[config.mk]
export PLATFORM = sky130hd
export DESIGN_NAME = boot_state_gate
export DESIGN_NICKNAME = d
export VERILOG_FILES = /design/src/rtl/boot_state_pkg.sv /design/src/rtl/sp_pair_tracker.sv /design/src/rtl/ext_window.sv /design/src/rtl/boot_state_gate.sv
export SDC_FILE = /design/constraint.sdc
export NUM_CORES = 1
export LEC_CHECK = 0
export BUFFER_PORTS_ARGS = -buffer_cell sky130_fd_sc_hd__clkbuf_2
export CAP_MARGIN = 15
export CORE_AREA = 5 5 42 44
export CTS_CLUSTER_SIZE = 25
export DETAILED_ROUTE_END_ITERATION = 7
export DIE_AREA = 0 0 47 49
export GPL_ROUTABILITY_DRIVEN = 0
export HOLD_SLACK_MARGIN = 0.06
export PLACE_DENSITY = 0.54
export SLEW_MARGIN = 15
export SYNTH_ARGS = -nofsm -noshare
export SYNTH_HDL_FRONTEND = slang
export SYNTH_HIERARCHICAL = 1
export SYNTH_SLANG_ARGS = --single-unit
[constraint.sdc]
create_clock -name clk -period 0.85 [get_ports clk]
set_clock_uncertainty 0.05 [all_clocks]
set_input_delay 0.0425 -clock clk [delete_from_list [all_inputs] [get_ports clk]]
set_output_delay 0.0425 -clock clk [all_outputs]
set_load 0.01 [all_outputs]
[src/rtl/boot_state_pkg.sv]
package boot_state_pkg;

    typedef enum logic [1:0] {
        SPW_NONE  = 2'd0,
        SPW_ONLY1 = 2'd1,
        SPW_ONLY2 = 2'd2,
        SPW_BOTH  = 2'd3
    } spw_state_t;

    typedef enum logic {
        EXT_IDLE  = 1'b0,
        EXT_ARMED = 1'b1
    } ext_state_t;

endpackage

[src/rtl/sp_pair_tracker.sv]
module sp_pair_tracker
    import boot_state_pkg::*;
(
    input  logic clk,
    input  logic rst_n,
    input  logic wr_a,
    input  logic wr_b,
    output logic a_done,
    output logic b_done,
    output logic pair_done
);

    spw_state_t state_q, state_d;

    always_ff @(posedge clk or negedge rst_n) begin
        if (!rst_n) state_q <= SPW_NONE;
        else        state_q <= state_d;
    end

    always_comb begin
        state_d = state_q;
        unique case (state_q)
            SPW_NONE: begin
                if (wr_a && wr_b) state_d = SPW_BOTH;
                else if (wr_a)    state_d = SPW_ONLY1;
                else if (wr_b)    state_d = SPW_ONLY2;
            end
            SPW_ONLY1: if (wr_b) state_d = SPW_BOTH;
            SPW_ONLY2: if (wr_a) state_d = SPW_BOTH;
            SPW_BOTH:  state_d = SPW_BOTH;
        endcase
    end

    always_comb begin
        a_done    = 1'b0;
        b_done    = 1'b0;
        pair_done = 1'b0;
        unique case (state_q)
            SPW_NONE:  ;
            SPW_ONLY1: a_done = 1'b1;
            SPW_ONLY2: b_done = 1'b1;
            SPW_BOTH: begin
                a_done    = 1'b1;
                b_done    = 1'b1;
                pair_done = 1'b1;
            end
        endcase
    end


    pair_sticky_chk: assert property (@(posedge clk) disable iff (!rst_n)
        pair_done |=> pair_done);


    pair_cause_chk: assert property (@(posedge clk) disable iff (!rst_n)
        $rose(pair_done) |-> $past(wr_a || wr_b));


    pair_needs_both_chk: assert property (@(posedge clk) disable iff (!rst_n)
        pair_done |-> (a_done && b_done));

endmodule

[src/rtl/ext_window.sv]
module ext_window
    import boot_state_pkg::*;
(
    input  logic clk,
    input  logic rst_n,
    input  logic ext_wr,
    input  logic retire,
    output logic ext_active
);

    ext_state_t state_q, state_d;

    always_ff @(posedge clk or negedge rst_n) begin
        if (!rst_n) state_q <= EXT_IDLE;
        else        state_q <= state_d;
    end

    always_comb begin
        state_d = state_q;
        unique case (state_q)
            EXT_IDLE:  if (ext_wr) state_d = EXT_ARMED;
            EXT_ARMED: if (!ext_wr && retire) state_d = EXT_IDLE;
        endcase
    end

    always_comb begin
        ext_active = 1'b0;
        unique case (state_q)
            EXT_IDLE:  ext_active = 1'b0;
            EXT_ARMED: ext_active = 1'b1;
        endcase
    end


    ext_set_chk: assert property (@(posedge clk) disable iff (!rst_n)
        ext_wr |=> ext_active);


    ext_clear_chk: assert property (@(posedge clk) disable iff (!rst_n)
        (ext_active && retire && !ext_wr) |=> !ext_active);


    ext_hold_chk: assert property (@(posedge clk) disable iff (!rst_n)
        (ext_active && !retire) |=> ext_active);

endmodule

[src/rtl/boot_state_gate.sv]
module boot_state_gate #(
    parameter int          PC_W     = 16,
    parameter logic [15:0] RESET_PC = 16'h0110
) (
    input  logic            clk,
    input  logic            rst_n,
    input  logic            wr_sp1,
    input  logic            wr_sp2,
    input  logic            wr_ext,
    input  logic            wr_iflag,
    input  logic            iflag_din,
    input  logic            retire,
    output logic [PC_W-1:0] boot_pc,
    output logic            int_flag,
    output logic            ext_flag,
    output logic            sp1_seen,
    output logic            sp2_seen,
    output logic            irq_permit,
    output logic            nmi_permit
);

    localparam logic [PC_W-1:0] PC_VEC = PC_W'(RESET_PC);

    logic [PC_W-1:0] pc_q;
    logic            iflag_q;
    logic            pair_ok;

    always_ff @(posedge clk or negedge rst_n) begin
        if (!rst_n) pc_q <= PC_VEC;
        else        pc_q <= pc_q;
    end

    always_ff @(posedge clk or negedge rst_n) begin
        if (!rst_n)        iflag_q <= 1'b0;
        else if (wr_iflag) iflag_q <= iflag_din;
    end

    sp_pair_tracker u_sp (
        .clk       (clk),
        .rst_n     (rst_n),
        .wr_a      (wr_sp1),
        .wr_b      (wr_sp2),
        .a_done    (sp1_seen),
        .b_done    (sp2_seen),
        .pair_done (pair_ok)
    );

    ext_window u_ext (
        .clk        (clk),
        .rst_n      (rst_n),
        .ext_wr     (wr_ext),
        .retire     (retire),
        .ext_active (ext_flag)
    );

    assign boot_pc    = pc_q;
    assign int_flag   = iflag_q;
    assign nmi_permit = pair_ok;
    assign irq_permit = iflag_q & pair_ok;


    pc_fixed_chk: assert property (@(posedge clk) disable iff (!rst_n)
        boot_pc == PC_VEC);


    iflag_load_chk: assert property (@(posedge clk) disable iff (!rst_n)
        wr_iflag |=> (int_flag == $past(iflag_din)));


    irq_gate_chk: assert property (@(posedge clk) disable iff (!rst_n)
        !nmi_permit |-> !irq_permit);

endmodule

==> summary.md <==
| Metric | Value |
|---|---|
| Skew-Pair Late Insertion Delay | about 0.23 ns |
| WP buf/inv | 1 |
| Global-route wire length before repair | approximately 700 um |
| Most frequent cell after synthesis | buf_4 |
| PD cells | around 1300 mW/mm2 |
| Mapped Area | 288 um2 |
| Critical R2R Capture | u_sp/state_q[0] |
| Setup WS post-layout | -0.232 ns |
| Max-Cap Viols | 0 |
| Clock sink count | 4 |
| CP delay by family, top | flip-flops |
| DR vias | 204 |
| Core area | roughly 0.0014 mm2 |
| Cell count of the worst reg-to-reg path | 2 |
| Die extent in y | 49 um |
| CP Class | flip-flop to output port |
| Crit path required time | between 0.7 and 0.8 ns |
| Antenna Nets Post-Route | 0 |
| Largest net degree at the start of global routing | 5 |
| CTS tree | yes |
| Startpoint Class | flip-flop |
| Share of layout cells above drive strength 1 | about 40% |
| Peak VDD IR | between 0.0003 and 0.0004 V |
| CTS buffer count | 3 |
| Vias in the first global route | about 170 |
| Clk root buf | clkbuf_4 |
| CP Max Fanout | 2 |
| Syn avg cell area | ~9.3 um2 |
| CTS Hold Buffers Added | 5 |
| FP Rows | 14 |
| Synth unique cells | 10 |
| Final setup fails | 7 |
| Fin Setup TNS | -0.561 ns |
| Depth of the CTS H-tree | 1 |
| Unrepaired setup endpoints after global routing | yes |
| Area growth from synthesis to layout | 38.7% |
| Period utilisation layout | 127% |
| CP arrival | between 0.9 and 1 ns |
| Max clock buf depth | 2 |
| Gr ovfl total | 0 |
| All-Layer GR Usage | 4.87% |
| Outcome | finished, violations left |
| Pre-Repair DR Iteration Count | 2 |
| FF+latch count, synth | 4 |
| Worst Hold Launch | iflag_din |
| Post-synth EDFFs | 0 |
| Worst Setup EP | irq_permit |
| Yosys top cell area share | 41.7% |
| Number of I/O pins | 30 |
| Final hold violation count | 0 |
| Async SR Flop Fraction | 100% |
| Routed wire length | 521 um |
| Area leader, netlist | buf_4 |
| Worst-path clk slew | 0.04 ns |
| Synth area leaders | buf_4 42%, dfrtp_1 35%, mux2_4 5.2% |
| Min Tclk post-route | about 1.1 ns |
| Leakage | approximately 0.00022 uW |
| DP HPWL | around 440 um |
| CP peak stage delay | between 0.3 and 0.4 ns |
| Max Freq | slightly above 0.9 GHz |
| Crit path capture type | output port |
| # diodes | 0 |
| Ys flop type | dfrtp_1 |
| Gate Count Post-Synth | 31 |
| Port-buffer cells | 13 |
| Vias per inst | about 3.1 |
| Initial antenna violation count | 0 |
| Post-synth top cells | 16 x buf_4, 4 x dfrtp_1, 2 x clkbuf_1, 2 x conb_1, 2 x or2_1 |
| Register area share after synthesis | 34.8% |
| Final nets | 60 |
| Starting density of the core | between 20% and 30% |
| Die W | around 47 um |
| Die area | 0.00230 mm2 |
| Failing checks | negative setup slack |
| Routed len/inst | approximately 7.9 um |
| Max-slew violations | 0 |
| Initial detailed-routing violation count | 2 |
| Crit path launch | u_sp/state_q[1] |
| Critical Path Slowest Stage Cell | dfrtp_1 |
| DRC errors left | 0 |
| R2r setup slk | -0.02 ns |
| Class of the worst hold path | input port to flip-flop |
| Critical-path cell list | and2_4, and2_1, clkbuf_2 |
| Synth Warn # | 6 |
| Dpl ws | -0.0282 ns |
| Reg2reg start | u_sp/state_q[0] |
| Critical path depth in cells | 3 |
==> registers in the layout, summed over array words and instances (netlist names) <==
| name | count |
|---|---|
| int_flag | 1 |
| u_ext/state_q | 1 |
| u_sp/state_q | 2 |
==> report_power, final <==
group / switching [uW] / leakage (uW) / internal (uW)
registers: 6.20 / 0.0000399 / 200
clock network: 71.5 / 0.0000138 / 157
logic: 57.8 / 0.000164 / 46.0
total: 136 / 0.000218 / 403
==> worst register-to-register path, cell delays in order (launching register included) <==
cell     delay [ns]
dfrtp_1        0.36
buf_4          0.13
or2_1          0.20
==> layout make-up <==
| type | count | area [um2] |
|---|---|---|
| timing repair buffer | 20 | 143 |
| sequential | 4 | 100 |
| inverter | 1 | 3.75 |
| tap | 16 | 20.0 |
| multi-input combinational | 22 | 110 |
| clock buffer | 3 | 22.5 |
| fill | 165 | 1000 |
==> cell usage in the layout, fill, tap and decap left out, types with 2 or more instances in the layout <==
master,Yosys,layout
dlygate4sd3_1,0,5
clkbuf_2,0,10
buf_6,0,2
conb_1,2,16
clkbuf_4,0,3
or2_1,2,2
buf_4,16,2
dfrtp_1,4,4
==> worst min-delay path by stage <==
stage,slack [ns],endpoint,depth (start not counted)
after global placement,-0.20,u_ext/state_q,1
after detailed placement,-0.20,u_sp/state_q[0],1
after global routing,0.008,int_flag,2
final,0.0006,int_flag,2
after floorplan,-0.30,int_flag,0
after CTS,-0.009,int_flag,2
==> kinds of logic (layout without fill, tap and decap cells) <==
logic type	Yosys count	after routing	synth area share [%]
compound gates	1	1	2.61
flops	4	4	34.8
simple gates	4	4	9.13
buf+inv	19	24	45.7
mux	1	1	5.22
other cells	2	16	2.61
==> layer usage <==
layer	routed length [um]	track usage (%)	up-vias	share of wire, %
met5	0	0	-	0
met4	0	4.15	0	0
met3	105	4.43	0	20
met2	254	6.79	18	49
met1	161	3.99	87	31
li1	-	-	99	-
==> repair_timing <==
item	4_1_cts	5_1_grt
setup buffers	1	0
pin swaps	1	0
setup endpoints to repair	7	9
endpoints found under the hold margin	8	1
gates resized for setup	1	5
==> per-stage QoR <==
step	power [uW]	cell area, um2	util, %	cells	hold WS [ns]
finish	539	399	28.5	66	0.000584
CTS	556	387	27.6	66	-0.00926
global route	574	399	28.5	66	0.00812
global placement	292	313	22.3	58	-0.195
floorplan	313	340	-	45	-0.303
detailed placement	293	313	22.3	58	-0.195
No activity file was read; power rests on OpenSTA's default activity.
